### config.mk
export PLATFORM = sky130hd
export DESIGN_NAME = dram_ctrl
export DESIGN_NICKNAME = d
export VERILOG_FILES = /design/src/rtl/dram_ctrl_pkg.sv /design/src/rtl/dram_refresh_timer.sv /design/src/rtl/dram_addr_mux.sv /design/src/rtl/dram_seq.sv /design/src/rtl/dram_ctrl.sv
export SDC_FILE = /design/constraint.sdc
export NUM_CORES = 1
export LEC_CHECK = 0
export BUFFER_PORTS_ARGS = -buffer_cell sky130_fd_sc_hd__buf_2
export CORE_ASPECT_RATIO = 1.25
export CORE_UTILIZATION = 50
export DETAILED_ROUTE_END_ITERATION = 7
export PLACE_DENSITY = 0.81
export SYNTH_ARGS = -nofsm -noshare
export SYNTH_HDL_FRONTEND = slang
export SYNTH_SLANG_ARGS = --single-unit
### constraint.sdc
create_clock -name clk_i -period 2.16 [get_ports clk_i]
set_input_delay 0.108 -clock clk_i [delete_from_list [all_inputs] [get_ports clk_i]]
set_output_delay 0.108 -clock clk_i [all_outputs]
set_load 0.005 [all_outputs]
### src/rtl/dram_ctrl_pkg.sv
package dram_ctrl_pkg;
  typedef enum logic [3:0] {
    S_IDLE,
    S_ROW,
    S_RAS,
    S_COL,
    S_CAS,
    S_DONE,
    S_RF_ROW,
    S_RF_RAS,
    S_RF_HOLD
  } seq_state_e;
endpackage

### src/rtl/dram_refresh_timer.sv
module dram_refresh_timer #(
  parameter int INTERVAL = 780,
  parameter int ROW_W    = 12
) (
  input  logic             clk_i,
  input  logic             rst_ni,
  input  logic             ack_i,
  output logic             pend_o,
  output logic [ROW_W-1:0] row_o
);
  localparam int CNT_W = (INTERVAL > 2) ? $clog2(INTERVAL) : 1;
  localparam logic [CNT_W-1:0] CNT_MAX = CNT_W'(INTERVAL - 1);

  logic [CNT_W-1:0] cnt_q;
  logic             tick;

  assign tick = (cnt_q == CNT_MAX);

  always_ff @(posedge clk_i or negedge rst_ni) begin
    if (!rst_ni) begin
      cnt_q <= '0;
    end else if (tick) begin
      cnt_q <= '0;
    end else begin
      cnt_q <= cnt_q + 1'b1;
    end
  end

  // new tick wins over a same-cycle ack
  always_ff @(posedge clk_i or negedge rst_ni) begin
    if (!rst_ni) begin
      pend_o <= 1'b0;
    end else if (tick) begin
      pend_o <= 1'b1;
    end else if (ack_i) begin
      pend_o <= 1'b0;
    end
  end

  always_ff @(posedge clk_i or negedge rst_ni) begin
    if (!rst_ni) begin
      row_o <= '0;
    end else if (ack_i) begin
      row_o <= row_o + 1'b1;
    end
  end


  pend_hold_chk: assert property (@(posedge clk_i) disable iff (!rst_ni)
    (pend_o && !ack_i) |=> pend_o);


  row_step_chk: assert property (@(posedge clk_i) disable iff (!rst_ni)
    ack_i |=> (row_o == ROW_W'($past(row_o) + 1'b1)));
endmodule

### src/rtl/dram_addr_mux.sv
module dram_addr_mux #(
  parameter int ROW_W = 12,
  parameter int COL_W = 9,
  parameter int BUS_W = 12
) (
  input  logic [ROW_W-1:0] host_row_i,
  input  logic [COL_W-1:0] host_col_i,
  input  logic [ROW_W-1:0] ref_row_i,
  input  logic             sel_col_i,
  input  logic             sel_ref_i,
  output logic [BUS_W-1:0] bus_o
);
  logic [BUS_W-1:0] row_ext, col_ext, ref_ext;

  generate
    if (BUS_W > ROW_W) begin : g_row_pad
      assign row_ext = {{(BUS_W-ROW_W){1'b0}}, host_row_i};
      assign ref_ext = {{(BUS_W-ROW_W){1'b0}}, ref_row_i};
    end else begin : g_row_fit
      assign row_ext = host_row_i;
      assign ref_ext = ref_row_i;
    end
    if (BUS_W > COL_W) begin : g_col_pad
      assign col_ext = {{(BUS_W-COL_W){1'b0}}, host_col_i};
    end else begin : g_col_fit
      assign col_ext = host_col_i;
    end
  endgenerate

  always_comb begin
    if (sel_ref_i)      bus_o = ref_ext;
    else if (sel_col_i) bus_o = col_ext;
    else                bus_o = row_ext;
  end
endmodule

### src/rtl/dram_seq.sv
module dram_seq
  import dram_ctrl_pkg::*;
#(
  parameter int ROW_W  = 12,
  parameter int COL_W  = 9,
  parameter int DATA_W = 8
) (
  input  logic                   clk_i,
  input  logic                   rst_ni,
  input  logic                   req_i,
  input  logic                   we_i,
  input  logic [ROW_W+COL_W-1:0] addr_i,
  input  logic [DATA_W-1:0]      wdata_i,
  input  logic                   ref_pend_i,
  input  logic [ROW_W-1:0]       ref_row_i,
  output logic                   ref_ack_o,
  output logic                   ready_o,
  output logic                   done_o,
  output logic [DATA_W-1:0]      rdata_o,
  output logic                   ras_no,
  output logic                   cas_no,
  output logic                   we_no,
  output logic [DATA_W-1:0]      dq_o,
  input  logic [DATA_W-1:0]      dq_i,
  output logic                   sel_col_o,
  output logic                   sel_ref_o,
  output logic [ROW_W-1:0]       row_o,
  output logic [COL_W-1:0]       col_o,
  output logic [ROW_W-1:0]       ref_row_o
);
  localparam int ADDR_W = ROW_W + COL_W;

  seq_state_e          state_q, state_d;
  logic [ADDR_W-1:0]   addr_q;
  logic                we_q;
  logic [DATA_W-1:0]   wdata_q;
  logic [DATA_W-1:0]   rdata_q;
  logic [ROW_W-1:0]    ref_row_q;
  logic                accept;

  assign ref_ack_o = (state_q == S_IDLE) && ref_pend_i;
  assign ready_o   = (state_q == S_IDLE) && !ref_pend_i;
  assign accept    = ready_o && req_i;

  always_comb begin
    state_d = state_q;
    unique case (state_q)
      S_IDLE:    if (ref_pend_i) state_d = S_RF_ROW;
                 else if (req_i) state_d = S_ROW;
      S_ROW:     state_d = S_RAS;
      S_RAS:     state_d = S_COL;
      S_COL:     state_d = S_CAS;
      S_CAS:     state_d = S_DONE;
      S_DONE:    state_d = S_IDLE;
      S_RF_ROW:  state_d = S_RF_RAS;
      S_RF_RAS:  state_d = S_RF_HOLD;
      S_RF_HOLD: state_d = S_IDLE;
      default:   state_d = S_IDLE;
    endcase
  end

  always_ff @(posedge clk_i or negedge rst_ni) begin
    if (!rst_ni) state_q <= S_IDLE;
    else         state_q <= state_d;
  end

  always_ff @(posedge clk_i or negedge rst_ni) begin
    if (!rst_ni) begin
      addr_q  <= '0;
      we_q    <= 1'b0;
      wdata_q <= '0;
    end else if (accept) begin
      addr_q  <= addr_i;
      we_q    <= we_i;
      wdata_q <= wdata_i;
    end
  end

  // row is frozen before the timer steps its pointer
  always_ff @(posedge clk_i or negedge rst_ni) begin
    if (!rst_ni)        ref_row_q <= '0;
    else if (ref_ack_o) ref_row_q <= ref_row_i;
  end

  always_ff @(posedge clk_i or negedge rst_ni) begin
    if (!rst_ni)                         rdata_q <= '0;
    else if (state_q == S_CAS && !we_q)  rdata_q <= dq_i;
  end

  assign ras_no    = !(state_q inside {S_RAS, S_COL, S_CAS, S_RF_RAS, S_RF_HOLD});
  assign cas_no    = !(state_q == S_CAS);
  assign we_no     = !(we_q && (state_q inside {S_COL, S_CAS}));
  assign sel_col_o = state_q inside {S_COL, S_CAS};
  assign sel_ref_o = state_q inside {S_RF_ROW, S_RF_RAS, S_RF_HOLD};
  assign done_o    = (state_q == S_DONE);
  assign rdata_o   = rdata_q;
  assign dq_o      = wdata_q;
  assign row_o     = addr_q[ADDR_W-1:COL_W];
  assign col_o     = addr_q[COL_W-1:0];
  assign ref_row_o = ref_row_q;


  done_pulse_chk: assert property (@(posedge clk_i) disable iff (!rst_ni)
    done_o |=> !done_o);


  accept_busy_chk: assert property (@(posedge clk_i) disable iff (!rst_ni)
    (req_i && ready_o) |=> !ready_o);


  ras_hold_chk: assert property (@(posedge clk_i) disable iff (!rst_ni)
    (!ras_no && cas_no && !sel_ref_o) |=> !ras_no);


  cas_in_ras_chk: assert property (@(posedge clk_i) disable iff (!rst_ni)
    !cas_no |-> !ras_no);


  we_in_ras_chk: assert property (@(posedge clk_i) disable iff (!rst_ni)
    !we_no |-> !ras_no);
endmodule

### src/rtl/dram_ctrl.sv
module dram_ctrl #(
  parameter int ROW_W            = 12,
  parameter int COL_W            = 9,
  parameter int DATA_W           = 8,
  parameter int REFRESH_INTERVAL = 780,
  localparam int ADDR_W          = ROW_W + COL_W,
  localparam int BUS_W           = (ROW_W > COL_W) ? ROW_W : COL_W
) (
  input  logic              clk_i,
  input  logic              rst_ni,
  input  logic              req_i,
  input  logic              we_i,
  input  logic [ADDR_W-1:0] addr_i,
  input  logic [DATA_W-1:0] wdata_i,
  output logic              ready_o,
  output logic              done_o,
  output logic [DATA_W-1:0] rdata_o,
  output logic [BUS_W-1:0]  dram_addr_o,
  output logic              ras_no,
  output logic              cas_no,
  output logic              dram_we_no,
  output logic [DATA_W-1:0] dram_dq_o,
  input  logic [DATA_W-1:0] dram_dq_i
);
  logic             ref_pend, ref_ack;
  logic [ROW_W-1:0] ref_row, ref_row_hold, host_row;
  logic [COL_W-1:0] host_col;
  logic             sel_col, sel_ref;

  dram_refresh_timer #(
    .INTERVAL(REFRESH_INTERVAL),
    .ROW_W   (ROW_W)
  ) i_timer (
    .clk_i (clk_i),
    .rst_ni(rst_ni),
    .ack_i (ref_ack),
    .pend_o(ref_pend),
    .row_o (ref_row)
  );

  dram_seq #(
    .ROW_W (ROW_W),
    .COL_W (COL_W),
    .DATA_W(DATA_W)
  ) i_seq (
    .clk_i     (clk_i),
    .rst_ni    (rst_ni),
    .req_i     (req_i),
    .we_i      (we_i),
    .addr_i    (addr_i),
    .wdata_i   (wdata_i),
    .ref_pend_i(ref_pend),
    .ref_row_i (ref_row),
    .ref_ack_o (ref_ack),
    .ready_o   (ready_o),
    .done_o    (done_o),
    .rdata_o   (rdata_o),
    .ras_no    (ras_no),
    .cas_no    (cas_no),
    .we_no     (dram_we_no),
    .dq_o      (dram_dq_o),
    .dq_i      (dram_dq_i),
    .sel_col_o (sel_col),
    .sel_ref_o (sel_ref),
    .row_o     (host_row),
    .col_o     (host_col),
    .ref_row_o (ref_row_hold)
  );

  dram_addr_mux #(
    .ROW_W(ROW_W),
    .COL_W(COL_W),
    .BUS_W(BUS_W)
  ) i_mux (
    .host_row_i(host_row),
    .host_col_i(host_col),
    .ref_row_i (ref_row_hold),
    .sel_col_i (sel_col),
    .sel_ref_i (sel_ref),
    .bus_o     (dram_addr_o)
  );
endmodule

== After elaboration in Yosys (flattened, before gate mapping) ==
Index checks and enable logic that the tools add are counted.
W data, S select, Z words.
Word-level totals
  output and inout port bits: 33
  logic and storage cells: 44
  register bits after elaboration: 77
  bits of input ports: 41
Operators by class
  equal/unequal tests: 10
  add/sub/neg operators: 2
  mux-type cells: 8
  reduce and logical (&&, ||, !) cells: 15
Operators by type and width (number)
  $pmux W4 S7: 1
  $mux W12: 2
  $eq A4 B3 Y1 const B: 4
  $add A12 B1 Y12 const B: 1
  $add A10 B1 Y10 const B: 1
  $eq A10 B10 Y1 const B: 1
  $mux W10: 1
  $eq A4 B2 Y1 const B: 2
  $mux W4: 2
  $logic_and A1 B1 Y1: 5
  $logic_not A1 Y1: 5
  $reduce_bool A5 Y1: 1
  $eq A4 B1 Y1 const B: 1
  $eq A4 B4 Y1 const B: 1
  $logic_not A4 Y1: 1
  $reduce_bool A2 Y1: 2
  $ne A3 B3 Y1 const B: 1
  $reduce_bool A3 Y1: 1
  $mux W1: 2

== Longest topological paths before layout ==
Gate-level depths: netlist of the first run.
  word-level depth: 4
  depth in mapped cells: 6
  mapped depth without buffers: 4

== Cells and area by module ==
From an unflattened synthesis of the first run, not the netlist that was laid out.
Second synthesis, totals
  cell total of the unflattened synthesis: 272
  area total of the unflattened synthesis: 3450.8 µm²
By module, submodules not included
  dram_seq: seq. area each 1351.3 µm², instances 1, cells an instance 144, area an instance 2170.8 µm²
  dram_refresh_timer: seq. area each 575.6 µm², instances 1, cells an instance 90, area an instance 1037.2 µm²
  dram_addr_mux: seq. area each 0.0 µm², instances 1, cells an instance 38, area an instance 242.7 µm²

== Worst setup path after synthesis of the first run ==
No wires, ideal clock.
  kind: register to register
  start: reg i_seq.state_q[1]
  end: reg i_seq.rdata_q[0] (netlist: i_seq.rdata_o[0])
  setup time: 125 ps
  path slack: 454 ps
  cell stages (with the launch flop): 5
  arrival time: 1581 ps
  data required time: 2035 ps
  path through: dfrtp_1 > buf_6 > or4b_4 > nor2_4 > mux2_2
Between the ends
  longest elaborated chain between the ends: 2
RTL lines
  from (decl): RTL line dram_seq.sv:33  | seq_state_e state_q, state_d;
  from (signal assigned): RTL line dram_seq.sv:64  | else state_q <= state_d;
  $eq A4 B3 Y1: RTL line dram_seq.sv:87  | else if (state_q == S_CAS && !we_q) rdata_q <= dq_i;
  $logic_and A1 B1 Y1: RTL line dram_seq.sv:87
  to (signal assigned): RTL line dram_seq.sv:87
  to (decl): RTL line dram_seq.sv:37  | logic [DATA_W-1:0] rdata_q;
Every way passes these cells.
A chain may end at the register's enable or synchronous reset.

== Final worst setup path of the first run ==
  start: reg i_seq.state_q[1]
  end: out dram_addr_o[4]
Between the ends
  longest elaborated chain between the ends: 4
RTL lines
  $eq A4 B2 Y1 / $eq A4 B3 Y1 (equally long branches): RTL line dram_seq.sv:93  | assign sel_col_o = state_q inside {S_COL, S_CAS};
  $reduce_bool A2 Y1: RTL line dram_seq.sv:93
  $mux W12: RTL line dram_addr_mux.sv:32  | else if (sel_col_i) bus_o = col_ext;
  $mux W12 (*): RTL line dram_addr_mux.sv:31  | if (sel_ref_i) bus_o = ref_ext;
  to (decl): RTL line dram_ctrl.sv:18  | output logic [BUS_W-1:0] dram_addr_o,
Mark *: on every way between the ends. The rest lies on a longest branch, timed or not.

==> results of run 1 <==
synth_stat cells, drive strengths merged (2+ instances only):
cell     n
dfrtp   77
nand4    7
ha       2
nand2   19
clkbuf   6
inv      4
xor2     8
and4     2
nor4     4
a22o     3
nor2    14
mux2i    9
and3     4
buf      7
mux2    49
nor3     3
nor2b    4
xnor2   12
nand3    7
a21oi    2
o21ai   10
worst max-delay path by stage:
stage / slack (ns) / to / cells after the start
after global routing: -0.03 / i_timer.row_o[9]$_DFFE_PN0P_ / 5
after detailed placement: 0.21 / dram_addr_o[3] / 6
after global placement: 0.30 / dram_addr_o[6] / 6
after CTS: -0.05 / dram_addr_o[4] / 6
after floorplan: 0.45 / i_seq.rdata_o[0]$_DFFE_PN0P_ / 4
final: 0.08 / dram_addr_o[4] / 6
kinds of logic (layout without fill, tap and decap cells):
logic type                 Yosys count  after routing  synth area share (%)
and+or+nand+nor                     71             71                  11.7
AOI/OAI and AO/OA                   20             20                  3.85
adders and majority gates            2              2                 0.740
buffers and inverters               17            149                  2.59
DFF                                 77             77                  57.0
xor gates and xnor gates            20             20                  5.18
muxes                               58             58                  19.0
metal layers:
metal	wire, um	track usage, %	share of wire [%]	up-vias
li1	-	-	-	1184
met1	2980	27.1	41	1219
met2	3920	38.4	54	58
met3	211	6.01	2.9	13
met4	142	10.8	2.0	0
met5	0	0	0	-
sequential cells by signal, summed over array words and instances (netlist names):
| register | cells |
|---|---|
| i_seq.ref_row_o | 12 |
| i_timer.cnt_q | 10 |
| i_seq.dq_o | 8 |
| i_seq.addr_q | 21 |
| i_seq.state_q | 4 |
| i_seq.we_q | 1 |
| i_timer.row_o | 12 |
| i_timer.pend_o | 1 |
| i_seq.rdata_o | 8 |
placed cells by master (no fill, tap or decap), drive strengths merged, types with 2 or more instances in the layout:
master / n
clkbuf: 9
mux2: 49
o21ai: 10
mux2i: 9
nor3: 3
nand2: 19
dfrtp: 77
nand3: 7
inv: 4
a22o: 3
buf: 90
nand4: 7
nor2b: 4
and3: 4
xnor2: 12
and4: 2
a21oi: 2
xor2: 8
nor2: 14
clkinv: 4
clkinvlp: 2
nor4: 4
dlygate4sd3: 39
ha: 2
stage by stage:
stage / worst slack [ns] / hold WS, ns / total power, mW / instance area, um2
floorplan: 0.454 / -0.188 / 3.19 / 3380
global placement: 0.301 / 0.304 / 3.80 / 3870
detailed placement: 0.213 / 0.304 / 3.87 / 3870
CTS: -0.0470 / 0.225 / 5.07 / 4500
global route: -0.0306 / 0.253 / 5.48 / 4550
finish: 0.0794 / 0.242 / 5.13 / 4550
area by class of cell:
type	count	share of cell area, %
clock inverters	7	1.68
well taps	87	2.39
clock buffers	9	2.72
flip-flops and latches	77	42.4
inverters	4	0.330
repair buffers	129	19.8
multi-input cells	171	30.6
timing repair:
action / CTS / global route
gates cloned: 0 / 0
buffers inserted: 5 / 3
setup endpoints to repair: 12 / 12
hold buffers: 39 / 0
pin swaps: 2 / 0
endpoints found under the hold margin: 115 / 0
gates resized for setup: 2 / 5
where the power goes:
group          switching, mW  internal (mW)
Combinational          0.850           1.15
Sequential             0.216           1.84
Clock                  0.535          0.536
worst max-delay path, cell delays in order, from the launching register on:
cell,delay [ns]
dfrtp_1,0.38
or4b_4,0.55
o31a_4,0.16
buf_4,0.15
mux2i_1,0.11
o21ai_1,0.14
buf_2,0.13
==> impl_metrics.csv, run 1 <==
group,metric,value,unit
outcome,outcome,"finished, final reports clean",
power,p_leak,2.21,nW
placement,dp_cells,421,
worst_setup_path,rr_endpoint,"i_timer.row_o[9]$_DFFE_PN0P_",
sta,finalCritPeriodShare,96.3,%
clock_network,cts_max_path_buffers,2,
worst_setup_path,r2r-start,"i_seq.state_q[0]$_DFFE_PN0P_",
drt,routed_wl,7250,um
floorplan,dieHeight,94.0,um
grt,grt_overflow,0,
synth,synth_area_per_cell,12.8,um2
sta,fin_skew,0.0137,ns
floorplan,die_area,7100,um2
layout,final_cell_count_no_fill,484,
drt,dr.pass1.iters,4,
floorplan,start_util,51.5,%
worst_setup_path,r2r_cells,5,
drt,drtIter0Drc,92,
clock_network,clockRootBuffer,"clkbuf_8",
floorplan,die_x,75.6,um
layout,drive_gt1_share,41.3,%
synth,ys_async_sr_fraction,100,%
layout,antennaDiodeCount,0,
sta,worst_slew_pin_slew,0.916,ns
worst_setup_path,cp_max_fo,6,
sta,relSlewSlack,38.9,%
min_path,hold_path_class,"primary input to flip-flop",
floorplan,pin_count,74,
worst_setup_path,endpoint_kind,"primary output",
min_path,whs_path_depth,4,
layout,multi_input_area,1390,um2
synth,synth.largest_area_cell,"dfrtp_1",
clock_network,clock_sinks,77,
sta,period_minus_slack,2.08,ns
drt,via_per_inst,5.11,
sta,setup_viol,0,
drt,drtAntennaViolNets,0,
drt,drc,0,
flow_run,cap_violations,0,
synth,syn-num-nets,308,
synth,synthDistinctLibCells,39,
synth,ys.flop_type,"dfrtp_1",
clock_network,clock_latency,0.35,ns
sta,hold_viol,0,
layout,area_growth,34.5,%
grt,track_usage,23.0,%
power,power_density,1130,nW/um2
layout,final_util,69.3,%
synth,syn-instance-count,265,
min_path,min_to,"i_seq.state_q[0]$_DFFE_PN0P_",
synth,synth_area_leaders,"dfrtp_1 (57%), mux2_2 (16%), xnor2_1 (3.1%), mux2i_1 (2.7%), nand2_1 (2.1%)",
clock_network,clk_pin_slew,0.09,ns
worst_setup_path,crit_arrival,1.97,ns
layout,seqCellArea,1930,um2
worst_setup_path,crit_path_start_kind,"flip-flop",
synth,synth-seq-cells,77,
floorplan,rows,33,
floorplan,core_area,6570,um2
grt,grt_pass1_wl,11800,um
grt,antenna_found_initial,0,
synth,yosysSeqAreaShare,57.0,%
clock_network,cts_buffers,9,
grt,grt_max_degree,78,
synth,netlist_area,3380,um2
sta,max_freq,481,MHz
drt,routed-via-count,2474,
worst_setup_path,worstSetupPathType,"flip-flop to primary output",
placement,place_congestion,0.784,
layout,fillers,455,
min_path,hold_path_startpoint,"req_i",
worst_setup_path,required,2.05,ns
grt,grt_pass1_vias,2581,
worst_setup_path,r2r_slack,0.15,ns
synth,synth_warnings,0,
synth,synth_top_cell_area_share,57.0,%
clock_network,cts_tree,"built",
layout,nets,435,
worst_setup_path,cp-startpoint,"i_seq.state_q[1]$_DFFE_PN0P_",
clock_network,htree_levels,3,
synth,synth-edff-count,0,
power,ir_worst_vdd,0.000629,V
sta,drv_slew,0,
placement,hpwl,4570,um
placement,io_buffers,73,
sta,fin_setup_tns,0,ns
drt,drt-wirelength-per-cell,15.0,um
No activity file was read; power rests on OpenSTA's default activity.
==> inputs of run 2 (changes only) <==
- clock period: 2.16 -> 2.5 ns (I/O delays scaled with it)
==> run 2 against run 1 <==
  * Sequential share of layout area grew 3.2 points
  * Routed wire length shrank 14%
  * Clock power is essentially flat
  * Worst setup slack gained 0.048 ns
  * Clock-buffer cell count grew 2
  * Register-to-register slack gained 0.45 ns
  * Global-route usage shrank 2.7 points
  * Worst hold slack lost 0.23 ns
  * Critical endpoint is now dram_addr_o[10]
  * Largest cell class unchanged
  * Largest power group unchanged
==> impl_metrics.csv, run 2 (same netlist as run 1, synthesis figures left out) <==
group,metric,value,unit
outcome,outcome,"finished, final reports clean",
worst_setup_path,r2r_cells,4,
worst_setup_path,cp_cell_sequence,"or4b_4 > o31a_2 > nor2b_1 > a22o_1 > buf_2",
layout,largest_reg_flops,21,
drt,via_per_inst,5.15,
drt,dr.pass1.iters,6,
layout,drive_gt1_share,40.3,%
drt,drc,0,
grt,grt_pass1_vias,2401,
drt,routed_wl,6260,um
worst_setup_path,crit_arrival,2.25,ns
layout,top_register,"i_seq.addr_q",
min_path,whs_path_depth,2,
clock_network,cts_max_path_buffers,2,
layout,nets,400,
layout,final_area,4230,um2
sta,max_freq,422,MHz
placement,place_congestion,0.794,
placement,io_buffers,73,
worst_setup_path,r2r-start,"i_seq.state_q[1]$_DFFE_PN0P_",
clock_network,cts_buffers,9,
power,power.total,4.30,mW
clock_network,clock_sinks,77,
clock_network,clk_pin_slew,0.07,ns
worst_setup_path,slowest_stage,"or4b_4",
layout,layout_commonest_cell,"dfrtp_1",
sta,setup_viol,0,
clock_network,postCtsSetupBuffers,0,
sta,fin_setup_tns,0,ns
drt,drt-wirelength-per-cell,14.0,um
worst_setup_path,cpPeakStageDelay,0.61,ns
worst_setup_path,endpoint_kind,"primary output",
floorplan,dieHeight,94.0,um
clock_network,htree_levels,3,
worst_setup_path,crit_path_start_kind,"flip-flop",
worst_setup_path,worstSetupPathType,"flip-flop to primary output",
power,power_density,1020,nW/um2
sta,fin_skew,0.00949,ns
floorplan,rows,33,
grt,grt_overflow,0,
min_path,hold_path_startpoint,"wdata_i[3]",
power,ir_worst_vdd,0.000657,V
worst_setup_path,required,2.38,ns
drt,drtIter0Drc,144,
layout,antennaDiodeCount,0,
layout,area_growth,25.0,%
layout,final_cell_mix,"dfrtp_1 (76), buf_2 (72), mux2_2 (49)",
worst_setup_path,rr_endpoint,"i_timer.row_o[10]$_DFFE_PN0P_",
placement,hpwl,4300,um
power,p_leak,2.05,nW
grt,grt_pass1_wl,10700,um
min_path,min_to,"i_seq.dq_o[3]$_DFFE_PN0P_",
floorplan,die_x,75.6,um
flow_run,cap_violations,0,
floorplan,core_area,6570,um2
placement,post-place-ws,0.342,ns
sta,finalCritPeriodShare,94.9,%
grt,track_usage,20.2,%
drt,drtAntennaViolNets,0,
clock_network,clock_latency,0.35,ns
worst_setup_path,cp_max_fo,11,
clock_network,cts_tree,"built",
floorplan,die_area,7100,um2
grt,antenna_found_initial,0,
worst_setup_path,r2r_slack,0.60,ns
min_path,hold_path_class,"primary input to flip-flop",
clock_network,clockRootBuffer,"clkbuf_8",
sta,layout_setup_ws,0.128,ns
sta,period_minus_slack,2.37,ns
floorplan,start_util,51.5,%
sta,relSlewSlack,38.4,%
grt,grt_max_degree,78,
drt,routed-via-count,2311,
floorplan,pin_count,74,
sta,rsz0062_at_grt,"no",
sta,drv_slew,0,
sta,hold_viol,0,
sta,worst_slew_pin_slew,0.924,ns
placement,dpl_cell_area,3800,um2
==> run 2: cell type report <==
type / count / area, um2
tap: 87 / 109
clock buffer: 11 / 141
sequential: 77 / 1930
inverter: 4 / 15.0
fill: 506 / 2340
clock inverter: 5 / 83.8
timing repair buffer: 94 / 573
multi-input combinational: 171 / 1380
==> run 2: routing by layer <==
metal	vias up	part of all wire (%)	GRT usage, %
met5	-	0	0
met2	51	51	32.5
met4	0	1.8	9.41
met1	1139	44	25.9
met3	9	3.2	4.18
li1	1112	-	-
==> run 2: how the worst max path moves through the flow <==
stage                                 start  cells past startpoint  slack (ns)              end
4_1_cts        i_seq.state_q[2]$_DFFE_PN0P_                      5        0.11   dram_addr_o[9]
2_1_floorplan  i_seq.state_q[1]$_DFFE_PN0P_                      6        0.79   dram_addr_o[0]
5_1_grt        i_seq.state_q[1]$_DFFE_PN0P_                      5        0.03  dram_addr_o[11]
6_report       i_seq.state_q[1]$_DFFE_PN0P_                      5        0.13  dram_addr_o[10]
3_5_place_dp   i_seq.state_q[2]$_DFFE_PN0P_                      5        0.34   dram_addr_o[9]
3_3_place_gp   i_seq.state_q[2]$_DFFE_PN0P_                      5        0.38  dram_addr_o[10]
==> run 2: repair_timing <==
action,CTS,global route
endpoints found under the hold margin,92,3
setup endpoints to repair,3,3
resized for setup,1,2
hold buffers,16,3
cloned,0,0
==> run 2: per-stage QoR <==
stage	std cells	util [%]	hold slack, ns
2_1_floorplan	265	-	-0.171
3_3_place_gp	414	57.9	0.323
3_5_place_dp	414	57.9	0.326
4_1_cts	446	63.8	0.000246
5_1_grt	449	64.4	0.000779
6_report	449	64.4	0.00878
==> run 2: critical path, delay by kind of cell (launching register included) <==
family          cells  cell delay (ns)
compound gates      2             0.46
buf+inv             1             0.12
simple gates        2             0.83
flops               1             0.49
==> run 2: where the power goes <==
part / leakage (nW) / switching (mW) / internal [mW]
clock network: 0.106 / 0.449 / 0.591
registers: 0.977 / 0.232 / 1.59
logic: 0.970 / 0.623 / 0.817
total: 2.05 / 1.30 / 3.00
==> inputs of run 3 (changes only) <==
- clock period: 2.5 -> 3.04 ns (I/O delays scaled with it)
==> run 3 against run 2 <==
  * Worst setup slack better by 0.36 ns
  * Register-to-register slack gained 0.42 ns
  * Clock power fell by 20%
  * Sequential cell count unchanged
  * Die area did not move
  * Non-clock buffer count down 19
  * Worst hold slack gained 0.019 ns
  * Routed wire length decreased by 2.2%
  * Clock-buffer cell count is the same
  * Clock skew increased by 0.0028 ns
  * Sequential power is 18% lower
  * Core utilization down 3.1 points
  * Critical endpoint unchanged
  * Largest power group unchanged
==> impl_metrics.csv, run 3 (same netlist as run 1, synthesis figures left out) <==
group,metric,value,unit
floorplan,dieHeight,94.0,um
power,seqPwrFrac,43.1,%
drt,drtIter0Drc,114,
clock_network,cts-resized-gates,0,
floorplan,die_area,7100,um2
grt,track_usage,19.4,%
placement,hpwl,4290,um
layout,area_growth,18.9,%
worst_setup_path,required,2.89,ns
sta,max_freq,392,MHz
worst_setup_path,worstSetupPathType,"flip-flop to primary output",
outcome,outcome,"finished, final reports clean",
grt,grt_pass1_vias,2233,
worst_setup_path,cp.buffers_inverters,1,
flow_run,cap_violations,0,
worst_setup_path,cpPeakStageDelay,0.57,ns
power,ir_worst_vdd,0.000508,V
grt,antenna_found_initial,1,
grt,grt_max_degree,78,
floorplan,core_area,6570,um2
sta,fin_skew,0.0123,ns
sta,setup_viol,0,
clock_network,clockRootBuffer,"clkbuf_8",
layout,drive_gt1_share,41.4,%
clock_network,htree_levels,3,
floorplan,pin_count,74,
sta,hold_viol,0,
layout,largest_reg_flops,21,
placement,io_buffers,73,
layout,final_cell_mix,"dfrtp_1 (77), buf_2 (72), mux2_2 (49)",
sta,rsz0062_at_grt,"no",
worst_setup_path,crit_end,"dram_addr_o[10]",
sta,drv_slew,0,
sta,fin_setup_tns,0,ns
placement,place_congestion,0.807,
worst_setup_path,crit_arrival,2.40,ns
clock_network,cts_tree,"built",
clock_network,clock_sinks,77,
sta,finalCritPeriodShare,83.9,%
clock_network,cts_max_path_buffers,2,
worst_setup_path,rr_endpoint,"i_timer.row_o[10]$_DFFE_PN0P_",
worst_setup_path,cp_cell_sequence,"or4b_4 > o31a_1 > nor2b_1 > a22o_1 > buf_2",
clock_network,clk_pin_slew,0.08,ns
layout,final_util,61.3,%
worst_setup_path,r2r_slack,1.02,ns
drt,routed_wl,6130,um
grt,grt_pass1_wl,10100,um
power,netSwitchingFraction,30.2,%
power,power_density,862,nW/um2
sta,relSlewSlack,37.5,%
min_path,hold_path_class,"primary input to flip-flop",
grt,grt_overflow,0,
clock_network,clock_latency,0.35,ns
worst_setup_path,r2r_cells,4,
drt,via_per_inst,5.25,
layout,layout_commonest_cell,"dfrtp_1",
layout,top_register,"i_seq.addr_q",
floorplan,rows,33,
layout,nets,381,
worst_setup_path,cp-startpoint,"i_seq.state_q[2]$_DFFE_PN0P_",
power,internal_power,2.42,mW
worst_setup_path,crit_cells,5,
drt,drt-wirelength-per-cell,14.2,um
power,power.share.clock,24.0,%
worst_setup_path,r2r-start,"i_seq.state_q[1]$_DFFE_PN0P_",
worst_setup_path,cp_top_family,"simple AND/OR/NAND/NOR gates",
sta,period_minus_slack,2.55,ns
floorplan,die_x,75.6,um
worst_setup_path,endpoint_kind,"primary output",
worst_setup_path,cp_max_fo,13,
drt,drc,0,
layout,fillers,535,
clock_network,cts_buffers,9,
worst_setup_path,slowest_stage,"dfrtp_1",
clock_network,postCtsSetupBuffers,0,
drt,routed-via-count,2262,
floorplan,start_util,51.5,%
sta,worst_slew_pin_slew,0.938,ns
power,p_leak,1.97,nW
power,share_comb_of_total_power,32.9,%
drt,dr.pass1.iters,4,
worst_setup_path,crit_path_start_kind,"flip-flop",
drt,drtAntennaViolNets,0,
power,switchingPower,1.05,mW
run 3: worst min-delay path by stage:
stage | slack [ns] | cells past startpoint | from | to
floorplan | -0.14 | 0 | rst_ni | i_seq.addr_q[0]$_DFFE_PN0P_
global placement | 0.35 | 1 | rst_ni | i_seq.dq_o[3]$_DFFE_PN0P_
CTS | 0.02 | 2 | addr_i[17] | i_seq.addr_q[17]$_DFFE_PN0P_
global route | 0.009 | 2 | addr_i[3] | i_seq.addr_q[3]$_DFFE_PN0P_
finish | 0.03 | 2 | addr_i[17] | i_seq.addr_q[17]$_DFFE_PN0P_
detailed placement | 0.35 | 1 | rst_ni | i_seq.dq_o[3]$_DFFE_PN0P_
run 3: stage by stage:
stage | total power [mW] | area (um2) | setup slack (ns) | instances | hold slack (ns)
5_1_grt | 3.70 | 4020 | 0.346 | 431 | 0.00921
2_1_floorplan | 2.27 | 3380 | 1.30 | 265 | -0.144
6_report | 3.47 | 4020 | 0.488 | 431 | 0.0282
3_5_place_dp | 2.67 | 3790 | 0.859 | 413 | 0.354
3_3_place_gp | 2.62 | 3790 | 0.915 | 413 | 0.349
4_1_cts | 3.51 | 4020 | 0.469 | 430 | 0.0167
run 3: layer usage:
layer / up-vias / wire, um / track usage [%]
li1: 1081 / - / -
met1: 1118 / 2610 / 24.7
met2: 51 / 3140 / 30.4
met3: 12 / 218 / 5.15
met4: 0 / 160 / 9.57
met5: - / 0 / 0
run 3: what timing repair did:
action                     4_1_cts  5_1_grt
hold endpoints to repair        76        0
hold buffers                     1        0
setup endpoints to repair        0        0
run 3: area by class of cell:
type	count	area, um2	share of cell area, %
multi-input cells	171	1370	34.0
clock inverters	5	83.8	2.08
well taps	87	109	2.71
diodes	1	2.50	0.0622
clock buffers	11	131	3.27
repair buffers	75	385	9.58
inverters	4	15.0	0.373
flip-flops and latches	77	1930	47.9
run 3: worst register-to-register path, stage by stage, from the launching register on:
cell and delay, ns:
dfrtp_1 0.48, nor4_4 0.40, nand2_1 0.40, nor4_1 0.50, xor2_1 0.17
run 3: power groups by stage:
stage	registers [mW]	logic [mW]	clock network [mW]
2_1_floorplan	1.45	0.821	0
3_3_place_gp	1.49	1.12	0
6_report	1.49	1.14	0.832
3_5_place_dp	1.51	1.16	0
5_1_grt	1.53	1.27	0.890
4_1_cts	1.49	1.16	0.848
